File: config.mk
export PLATFORM = sky130hd
export DESIGN_NAME = ringbuf_mark_unit
export DESIGN_NICKNAME = d
export VERILOG_FILES = /design/src/rtl/ringbuf_mark_unit.sv
export SDC_FILE = /design/constraint.sdc
export NUM_CORES = 1
export LEC_CHECK = 0
export ABC_AREA = 0
export BUFFER_PORTS_ARGS = -buffer_cell sky130_fd_sc_hd__buf_2
export CAP_MARGIN = 20
export CORE_AREA = 2 2 194 196
export CTS_CLUSTER_SIZE = 24
export DETAILED_ROUTE_END_ITERATION = 10
export DIE_AREA = 0 0 196 198
export PLACE_DENSITY_LB_ADDON = 0.15
export SYNTH_ARGS = -nofsm -noshare
export SYNTH_HDL_FRONTEND = slang
export SYNTH_SLANG_ARGS = --single-unit
File: constraint.sdc
create_clock -name clk -period 11.1 [get_ports clk]
set_clock_uncertainty 0.05 [all_clocks]
set_input_delay 1.11 -clock clk [delete_from_list [all_inputs] [get_ports clk]]
set_output_delay 1.11 -clock clk [all_outputs]
set_load 0.02 [all_outputs]
File: src/rtl/ringbuf_mark_unit.sv
module ringbuf_mark_unit #(
  parameter int PW   = 32,
  parameter int STEP = 256
) (
  input  logic          clk,
  input  logic          rst_n,
  input  logic          mode_play,
  input  logic          bus_wr,
  input  logic [2:0]    bus_addr,
  input  logic [PW-1:0] bus_wdata,
  output logic [PW-1:0] bus_rdata,
  input  logic          hw_req,
  output logic [PW-1:0] fill_bytes,
  output logic [PW-2:0] pos_bytes,
  output logic          mark_evt,
  output logic          xrun
);
  localparam int LW = PW - 1;

  logic [PW-1:0] base_q, end_q, rd_q, wr_q, mark_q;
  logic          armed_q;

  logic [PW-1:0] size_w, diff_w, cnt_w, hw_ptr, hw_nxt;
  logic [LW:0]   sum_w;
  logic          same_lap, empty_w, full_w, blocked, adv;
  logic          wr_base, wr_end, wr_rd, wr_wr, wr_mark, rearm;

  assign wr_base = bus_wr && bus_addr == 3'd0;
  assign wr_end  = bus_wr && bus_addr == 3'd1;
  assign wr_rd   = bus_wr && bus_addr == 3'd2;
  assign wr_wr   = bus_wr && bus_addr == 3'd3;
  assign wr_mark = bus_wr && bus_addr == 3'd4;
  assign rearm   = bus_wr && bus_addr == 3'd5 && bus_wdata[0];

  assign same_lap   = rd_q[PW-1] == wr_q[PW-1];
  assign size_w     = {1'b0, end_q[LW-1:0]} - {1'b0, base_q[LW-1:0]} + PW'(1);
  assign diff_w     = {1'b0, wr_q[LW-1:0]} - {1'b0, rd_q[LW-1:0]};
  assign fill_bytes = same_lap ? diff_w : diff_w + size_w;
  assign empty_w    = same_lap && rd_q[LW-1:0] == wr_q[LW-1:0];
  assign full_w     = !same_lap && rd_q[LW-1:0] == wr_q[LW-1:0];
  assign cnt_w      = mode_play ? size_w - fill_bytes : fill_bytes;

  assign hw_ptr    = mode_play ? rd_q : wr_q;
  assign pos_bytes = hw_ptr[LW-1:0] - base_q[LW-1:0];
  assign blocked   = mode_play ? empty_w : full_w;
  assign adv       = hw_req && !blocked;

  always_comb begin
    sum_w = {1'b0, hw_ptr[LW-1:0]} + (LW+1)'(STEP);
    if (sum_w > {1'b0, end_q[LW-1:0]})
      hw_nxt = {~hw_ptr[PW-1], base_q[LW-1:0]};
    else
      hw_nxt = {hw_ptr[PW-1], sum_w[LW-1:0]};
  end

  always_ff @(posedge clk or negedge rst_n) begin
    if (!rst_n) begin
      base_q <= '0; end_q <= '0; rd_q <= '0; wr_q <= '0; mark_q <= '0;
    end else begin
      if (wr_base) base_q <= bus_wdata;
      if (wr_end)  end_q  <= bus_wdata;
      if (wr_mark) mark_q <= bus_wdata;
      if (wr_rd)                       rd_q <= bus_wdata;
      else if (adv && mode_play)       rd_q <= hw_nxt;
      if (wr_wr)                       wr_q <= bus_wdata;
      else if (adv && !mode_play)      wr_q <= hw_nxt;
    end
  end

  always_ff @(posedge clk or negedge rst_n) begin
    if (!rst_n) begin
      armed_q <= 1'b0; mark_evt <= 1'b0; xrun <= 1'b0;
    end else begin
      xrun <= hw_req && blocked;
      if (rearm) begin
        armed_q  <= 1'b1;
        mark_evt <= 1'b0;
      end else if (armed_q && cnt_w > mark_q) begin
        armed_q  <= 1'b0;
        mark_evt <= 1'b1;
      end
    end
  end

  always_comb begin
    case (bus_addr)
      3'd0:    bus_rdata = base_q;
      3'd1:    bus_rdata = end_q;
      3'd2:    bus_rdata = rd_q;
      3'd3:    bus_rdata = wr_q;
      3'd4:    bus_rdata = mark_q;
      default: bus_rdata = '0;
    endcase
  end

  p_no_drain_empty_r8: assert property (@(posedge clk) disable iff (!rst_n)
    (mode_play && hw_req && empty_w && !wr_rd) |=> $stable(rd_q));
  p_no_fill_full_r9: assert property (@(posedge clk) disable iff (!rst_n)
    (!mode_play && hw_req && full_w && !wr_wr) |=> $stable(wr_q));
  p_xrun_after_req_r8: assert property (@(posedge clk) disable iff (!rst_n)
    xrun |-> $past(hw_req));
  p_evt_latched_r6: assert property (@(posedge clk) disable iff (!rst_n)
    (mark_evt && !rearm) |=> mark_evt);
  p_rearm_clears_r6: assert property (@(posedge clk) disable iff (!rst_n)
    rearm |=> !mark_evt);
  p_no_rise_disarmed_r6: assert property (@(posedge clk) disable iff (!rst_n)
    (!armed_q && !rearm) |=> !$rose(mark_evt));
endmodule

# Word-level counts from Yosys, hierarchy flattened
# Cells that the tools add are included.
# word_totals
output_inout_bits,97
regBits,163
elab_cells,60
in_bits,40
# op_classes
bitwise,1
n_reduce_logical,21
n_eq_ne,7
n_lt_le_gt_ge,2
n_mux,14
n_addsub,7
# ops
operator,count
2-to-1 mux 32 bit,8
one-hot mux 32 bit (5 select lines),1
subtractor 31 x 31 -> 32 bit,2
adder 31 x 9 -> 32 bit (second input constant),1
adder 32 x 1 -> 32 bit (second input constant),1
adder 32 bit,1
greater-than comparator 32 x 31 -> 1 bit,1
greater-than comparator 32 bit,1
subtractor 32 bit,1
equality test 31 bit,1
subtractor 31 bit,1
logical AND 1 bit,14
equality test 3 x 2 -> 1 bit (second input constant),2
equality test 3 bit (second input constant),2
nonzero test 2 bit,3
2-to-1 mux 1 bit,5
equality test 3 x 1 -> 1 bit (second input constant),1
zero test 1 bit,3
zero test 3 bit,1
equality test 1 bit,1
NOT 1 bit,1

# Longest topological paths before layout
# Gate-level depths: netlist of run 1.
# logic_depth
ltp_word,10
mapped_depth,49
mapped_depth_nobuf,49

# Worst setup path after synthesis of run 1
# OpenSTA, ideal clock, no wires.
# synth_timing
kind,reg2reg
from,register base_q[1]
to,register mark_evt
setup_time_ns,0.084
path_buffers,0
synth_period_minus_slack_ns,7.984
arrival_time_ns,7.850
path_stages_with_launch,39
required_time_ns,10.966
path_slack_ns,3.116
cell_sequence,dfrtp_1 ha_1 inv_1 ha_1 fa_1 a21o_1 a21oi_1 xnor2_1 ha_1 o21ai_0 nor2_1 a21oi_1 xor2_1 o21ai_0 inv_1 ha_1 o21a_1 nor2_1 [3 not listed] maj3_2 o21a_1 o311ai_1 o2111ai_1 a211oi_2 o41ai_2 a21oi_2 o21bai_4 nor4_1 nor3_2 ha_1 nand4_1 or2_2 nor3_1 o21ai_0 o211ai_1 nand3_1 a21boi_0
# synth_via
elab_chain_cells,9
# synth_rtl
item,line_no,rtl
from (decl),20,"logic [PW-1:0] base_q, end_q, rd_q, wr_q, mark_q;"
from (signal assigned),60,if (wr_base) base_q <= bus_wdata;
subtractor 31 x 31 -> 32 bit (*),36,"assign size_w = {1'b0, end_q[LW-1:0]} - {1'b0, base_q[LW-1:0]} + PW'(1);"
adder 32 x 1 -> 32 bit (*),36,
adder 32 bit (*),38,assign fill_bytes = same_lap ? diff_w : diff_w + size_w;
2-to-1 mux 32 bit (*),38,
named net fill_bytes[7],13,"output logic [PW-1:0] fill_bytes,"
subtractor 32 bit,41,assign cnt_w = mode_play ? size_w - fill_bytes : fill_bytes;
2-to-1 mux 32 bit (*),41,
greater-than comparator 32 bit (*),78,end else if (armed_q && cnt_w > mark_q) begin
logical AND 1 bit (*),78,
nonzero test 2 bit (no line) (*),--,
to (signal assigned),72,armed_q <= 1'b0; mark_evt <= 1'b0; xrun <= 1'b0;
to (signal assigned),77,mark_evt <= 1'b0;
to (signal assigned),80,mark_evt <= 1'b1;
to (decl),15,"output logic mark_evt,"
# Mark *: on every way through the listed nets, which the timed path passes. The rest lies on a longest branch.
# A chain may end at the register's enable or synchronous reset.

# Worst setup path in the final report of run 1
# layout_timing
from,register base_q[1]
to,register mark_evt
# layout_via
elab_chain_cells,9
# layout_rtl
item,line_no
subtractor 31 x 31 -> 32 bit (*),36
adder 32 x 1 -> 32 bit (*),36
adder 32 bit,38
2-to-1 mux 32 bit,38
subtractor 32 bit,41
2-to-1 mux 32 bit (*),41
greater-than comparator 32 bit (*),78
logical AND 1 bit (*),78
nonzero test 2 bit (no line) (*),--
# Every way passes the cells marked *; elsewhere a longest branch is shown, timed or not.

==> results of run 1 <==
==> worst min path at each step <==
stage           endpoint
3_5_place_dp     armed_q
3_3_place_gp     armed_q
4_1_cts          armed_q
5_1_grt        mark_q[5]
2_1_floorplan    armed_q
6_report       mark_q[5]
==> final cells by class <==
type	instances	share of cell area
Clock inverter	11	0.00622
Clock buffer	21	0.0220
Inverter	210	0.0369
Antenna cell	1	0.000117
Sequential cell	163	0.191
Timing Repair Buffer	153	0.0391
Multi-Input combinational cell	2076	0.677
Tap cell	474	0.0278
==> cells in the final DEF (no fill, tap or decap), drive strengths merged, types with 25 or more instances in the layout <==
master  count
o21ai     334
nand2     279
ha        240
inv       209
nor2      200
dfrtp     163
buf       153
a21oi     134
xnor2     108
a21o       67
a22oi      63
o21a       56
mux2       49
xor2       47
nor3       43
nand3      36
o22ai      35
mux2i      30
nor2b      29
nand4      28
a211oi     25
==> cells by family after synthesis <==
| group | synth area share |
|---|---|
| flip-flops | 0.208 |
| AND/OR/NAND/NOR | 0.169 |
| AO/OA/AOI/OAI | 0.286 |
| multiplexers | 0.0445 |
| buffers and inverters | 0.0605 |
| XOR/XNOR | 0.0724 |
| adder cells (fa/ha/maj) | 0.160 |
==> per-stage QoR <==
| step | hold slack, ns | instances | setup slack [ns] |
|---|---|---|---|
| finish | 0.435 | 3109 | 2.30 |
| global route | 0.440 | 3109 | 1.72 |
| CTS | 0.438 | 3107 | 2.38 |
| detailed placement | 0.423 | 3075 | 2.40 |
| global placement | 0.414 | 3075 | 2.67 |
| floorplan | 0.396 | 2555 | 3.12 |
==> registers in the layout (all words and copies together), names as in the netlist <==
name      count
base_q       32
mark_q       32
armed_q       1
rd_q         32
wr_q         32
mark_evt      1
end_q        32
xrun          1
==> routing by layer <==
layer  GRT usage  vias up  routed length, um
met3      0.0889      134               8280
met4       0.139        0               2740
met2       0.503     1169              27900
met1       0.518     9362              31300
li1            -     9289                  -
met5           0        -                  0
==> flow_metrics.py, run 1 <==
metrics = {
    "status": {
        "outcome": "complete, no violations",
    },
    "synth": {
        "syn_nets": 2840,
        "netlist_instances": 2555,
        "synthTopCellsByArea": "dfrtp_1 21%, ha_1 15%, o21ai_0 8.3%",
        "synth.ff_latch_count": 163,
        "synth-async-reset-ratio": 1.00,
        "netlist_top_cells_count": "325 x o21ai_0, 279 x nand2_1, 240 x ha_1",
        "synth_top_area_cell": "dfrtp_1",
        "ys_seq_area_frac": 0.208,
        "avg_inst_size_synth_um2": 7.69,
        "synth-warning-count": 0,
        "synth_most_common_cell": "o21ai_0",
        "netlist-cell-type-count": 104,
        "synth_top_area_share": 0.208,
        "synth-edff-count": 0,
        "syn_area_mm2": 0.0196,
        "synth_top_flop_cell": "dfrtp_1",
    },
    "place": {
        "placed_cell_area_mm2": 0.0207,
        "dp_hpwl_um": 52900,
        "gp_congestion": 0.947,
        "place.port_buffers": 136,
    },
    "clock_tree": {
        "tritoncts": "built",
        "number_of_clock_buffers_inserted_by_tritoncts": 17,
        "cts.sinks": 163,
        "htreeDepth": 4,
        "insertion_delay_ns": 0.44,
        "post_cts_buffers": 0,
        "cts_max_path_buffers": 2,
        "cts-resized-gates": 0,
        "clk_transition_reported_paths_ns": 0.07,
        "postCtsHoldBufs": 0,
        "ctsRootBufferMaster": "clkbuf_16",
    },
    "run": {
        "cap_violations": 0,
    },
    "critical_path": {
        "worst_path_dominant_cell_family": "compound AO/OA/AOI/OAI gates",
        "timing.critical_path.depth": 39,
        "timing.critical_path.to_type": "flip-flop",
        "crit_path_end": "mark_evt",
        "cp_data_required_time_ns": 11.37,
        "rrSetupSlack_ns": 2.30,
        "path_max_fanout": 6,
        "timing.critical_path.slowest_stage_cell": "dfrtp_1",
        "cp.buffers_inverters": 1,
        "most_prevalent_standard_cell_on_the_critical_path": "ha_1",
        "critical_path_arrival_ns": 9.07,
        "r2r_end": "mark_evt",
        "slowest_delay_ns": 0.47,
        "worstSetupStartpoint": "base_q[1]",
        "r2r-start": "base_q[1]",
        "cp-start-kind": "flip-flop",
        "reg2regPathDepth": 39,
        "criticalPathCategory": "flip-flop to flip-flop",
    },
    "finish": {
        "drive_gt1_frac": 0.118,
        "finish.instance_area_mm2": 0.0213,
        "layout.area.seq_mm2": 0.00408,
        "nNetsFinal": 2906,
        "post-route-util": 0.577,
        "nFillCells": 3487,
        "areaGrowthSynthToFinish_pct": 8.67,
        "footprint_of_the_multi_input_gates_mm2": 0.0144,
    },
    "die": {
        "floorplan.die_area_mm2": 0.0388,
        "fp.dieW_um": 196,
        "core.rowCount": 71,
        "initial_core_util": 0.531,
        "boundaryPins": 137,
        "floorplan.core_area_mm2": 0.0370,
        "floorplan.die.height_um": 198,
    },
    "timing": {
        "post-route-min-period_ns": 8.80,
        "setup_viol_count_final": 0,
        "worst_slew_pin_slew_ns": 1.21,
        "layout_worst_path_cycle_share": 0.793,
        "hold_violations": 0,
        "timing.max_slew.rel_slack": 0.191,
        "max_freq_mhz": 114,
        "setup_total_negative_slack_ns": 0,
        "rsz0062_at_grt": "no",
        "timing.final.max_slew_violations": 0,
    },
    "global_routing": {
        "grt_overflow": 0,
        "grt_first_pass_wirelength_um": 106000,
        "grt_antenna_before_repair": 1,
        "global_route.usage.total": 0.356,
        "grt_max_degree": 106,
        "vias_in_the_first_global_route": 18300,
    },
    "detailed_routing": {
        "wire_per_inst_um": 22.6,
        "first_pass_detailed_route_iteration_total": 6,
        "ant_nets": 0,
        "route.detailed.drc": 0,
        "routed_wl_um": 70200,
        "vias": 20000,
        "viasPerCell": 6.42,
        "first_iter_violations": 2372,
    },
    "hold_path": {
        "min_path_type": "input pin to asynchronous set/reset pin",
    },
}
Power of run 1 is left out: the tool's default activity adds up to more than one toggle a clock period on the data nets, which glitch-free logic cannot reach.
==> run 2, diff against run 1 <==
--- a/config.mk
+++ b/config.mk
@@ -5,13 +5,13 @@
 export SDC_FILE = /design/constraint.sdc
 export NUM_CORES = 1
 export LEC_CHECK = 0
-export ABC_AREA = 0
+export ABC_AREA = 1
 export BUFFER_PORTS_ARGS = -buffer_cell sky130_fd_sc_hd__buf_2
 export CAP_MARGIN = 20
-export CORE_AREA = 2 2 194 196
+export CORE_AREA = 2 2 197 199
 export CTS_CLUSTER_SIZE = 24
 export DETAILED_ROUTE_END_ITERATION = 10
-export DIE_AREA = 0 0 196 198
+export DIE_AREA = 0 0 199 201
 export PLACE_DENSITY_LB_ADDON = 0.15
 export SYNTH_ARGS = -nofsm -noshare
 export SYNTH_HDL_FRONTEND = slang
==> constraint.sdc (replaced) <==
create_clock -name clk -period 7.1 [get_ports clk]
set_clock_uncertainty 0.05 [all_clocks]
set_input_delay 0.71 -clock clk [delete_from_list [all_inputs] [get_ports clk]]
set_output_delay 0.71 -clock clk [all_outputs]
set_load 0.02 [all_outputs]
==> run 2 against run 1 <==
  * Largest cell class unchanged
  * Via count increased by 19%
  * First-iteration DRC count increased by 14%
  * Worst hold slack worse by 0.22 ns
  * Synthesized cell count is 21% higher
  * Utilization increased by 9.7 points
  * Critical path depth increased by 7
  * Register-to-register slack got worse by 2.1 ns
  * Critical path type unchanged
==> flow_metrics.py, run 2 <==
metrics = {
    "status": {
        "outcome": "complete, no violations",
    },
    "global_routing": {
        "grt_antenna_before_repair": 2,
        "vias_in_the_first_global_route": 22300,
        "grt_max_degree": 76,
        "grt_overflow": 0,
        "global_route.usage.total": 0.396,
        "grt_first_pass_wirelength_um": 122000,
    },
    "detailed_routing": {
        "vias": 23700,
        "routed_wl_um": 80900,
        "route.detailed.drc": 0,
        "ant_nets": 0,
        "wire_per_inst_um": 20.0,
        "first_pass_detailed_route_iteration_total": 8,
        "viasPerCell": 5.86,
        "first_iter_violations": 2710,
    },
    "finish": {
        "most_frequent_standard_cell_in_the_layout_excluding_fill_and_tap_cells": "nand2_1",
        "antenna_cells_inserted": 0,
        "layout_common_cells": "795 x nand2_1, 437 x inv_1, 330 x buf_4",
        "drive_gt1_frac": 0.256,
        "areaGrowthSynthToFinish_pct": 26.8,
        "finish.instance_area_mm2": 0.0257,
        "nFillCells": 3398,
        "post-route-util": 0.674,
        "nNetsFinal": 3793,
    },
    "clock_tree": {
        "cts.sinks": 163,
        "tritoncts": "built",
        "insertion_delay_ns": 0.46,
        "number_of_clock_buffers_inserted_by_tritoncts": 17,
        "clk_transition_reported_paths_ns": 0.08,
        "cts_max_path_buffers": 2,
        "htreeDepth": 4,
        "ctsRootBufferMaster": "clkbuf_16",
    },
    "critical_path": {
        "timing.critical_path.to_type": "flip-flop",
        "cp_data_required_time_ns": 7.39,
        "r2r_end": "armed_q",
        "slowest_delay_ns": 0.56,
        "rrSetupSlack_ns": 0.21,
        "reg2regPathDepth": 46,
        "critical_path_arrival_ns": 7.18,
        "cp-start-kind": "flip-flop",
        "timing.critical_path.slowest_stage_cell": "or4_4",
        "r2r-start": "end_q[1]",
        "path_max_fanout": 4,
        "criticalPathCategory": "flip-flop to flip-flop",
    },
    "synth": {
        "syn_area_mm2": 0.0203,
        "synth_top_area_cell": "dfrtp_1",
        "syn_nets": 3382,
        "synth_top_area_share": 0.201,
        "netlist_top_cells_count": "830 x nand2_1, 454 x inv_1, 269 x o21ai_0",
        "synth-async-reset-ratio": 1.00,
        "synth.ff_latch_count": 163,
        "synth-edff-count": 0,
        "synth-warning-count": 0,
        "synth_top_flop_cell": "dfrtp_1",
        "netlist_instances": 3097,
        "avg_inst_size_synth_um2": 6.54,
        "synth_most_common_cell": "nand2_1",
        "ys_seq_area_frac": 0.201,
        "synthTopCellsByArea": "dfrtp_1 20%, nand2_1 15%, ha_1 15%",
        "netlist-cell-type-count": 58,
    },
    "timing": {
        "layout_worst_path_cycle_share": 0.971,
        "worst_slew_pin_slew_ns": 0.991,
        "post-route-min-period_ns": 6.89,
        "hold_violations": 0,
        "timing.final.max_slew_violations": 0,
        "rsz0062_at_grt": "yes",
        "setup_viol_count_final": 0,
        "hold_ws_ns": 0.212,
        "setup_total_negative_slack_ns": 0,
        "timing.max_slew.rel_slack": 0.338,
        "max_freq_mhz": 145,
    },
    "place": {
        "placed_cell_area_mm2": 0.0236,
        "place.port_buffers": 136,
        "gp_congestion": 1.02,
        "dp_hpwl_um": 61600,
    },
    "die": {
        "boundaryPins": 137,
        "floorplan.core_area_mm2": 0.0381,
        "fp.dieW_um": 199,
        "floorplan.die_area_mm2": 0.0400,
        "core.rowCount": 72,
        "floorplan.die.height_um": 201,
        "initial_core_util": 0.531,
    },
    "run": {
        "cap_violations": 0,
    },
    "hold_path": {
        "min_path_type": "input pin to asynchronous set/reset pin",
    },
}
[run 2: changes by cell type in the layout (fill, tap and decap cells not counted), sizes merged, moves of 66 or more]
| cell | change |
|---|---|
| buf | +318 |
| inv | +295 |
| nand2 | +620 |
| nand3 | +145 |
| o221ai | +66 |
| xnor2 | -71 |
[run 2: cell type report]
type | instances | area [um2] | share of cell area
clock buffers | 17 | 425 | 0.0166
clock inverters | 15 | 163 | 0.00633
inverters | 499 | 1870 | 0.0730
multi-input cells | 2356 | 15200 | 0.594
flip-flops and latches | 163 | 4080 | 0.159
well taps | 518 | 648 | 0.0252
repair buffers | 471 | 3250 | 0.126
[run 2: worst max-delay path, delay by kind of cell (launching register included)]
kind            cells  cell delay [ns]
simple gates       21             2.23
fa+ha+maj           6             1.56
compound gates      7             1.16
buf+inv             9             0.93
xor+xnor            3             0.48
flops               1             0.37
[run 2: routing by layer]
metal	GRT usage	share of wire	wire, um
met5	0	0.00016	13
met4	0.139	0.041	3310
met3	0.0805	0.11	9060
met2	0.585	0.42	33600
met1	0.571	0.43	34900
[run 2: cells by family (layout without fill, tap and decap cells)]
group	count (synthesis)	in the layout	synth area share
xor+xnor	122	122	0.0535
simple gates	1340	1340	0.294
compound gates	649	649	0.190
buf+inv	578	1002	0.108
fa+ha+maj	245	245	0.153
flops	163	163	0.201
[run 2: worst max path at each step]
stage                     cells after the start  slack [ns]      end       start
after floorplan                              44        0.29  armed_q   base_q[1]
after global placement                       43       -0.21  armed_q    end_q[1]
after detailed placement                     43       -0.33  armed_q    end_q[1]
after CTS                                    41        0.02  armed_q    end_q[1]
after global routing                         40       -0.21  armed_q  base_q[17]
final                                        46        0.21  armed_q    end_q[1]
[run 2: what timing repair did]
item,4_1_cts,5_1_grt
hold buffers,0,0
pin swaps,31,91
endpoints found under the setup margin,2,2
setup buffers,11,21
resized for setup,56,201
hold endpoints to repair,0,0
[run 2: through the flow]
step           std cells  setup WS, ns
6_report            4039         0.207
5_1_grt             4039        -0.211
4_1_cts             4017        0.0151
3_5_place_dp        3974        -0.335
3_3_place_gp        3974        -0.208
2_1_floorplan       3097         0.293
Power of run 2 is left out for the same reason.
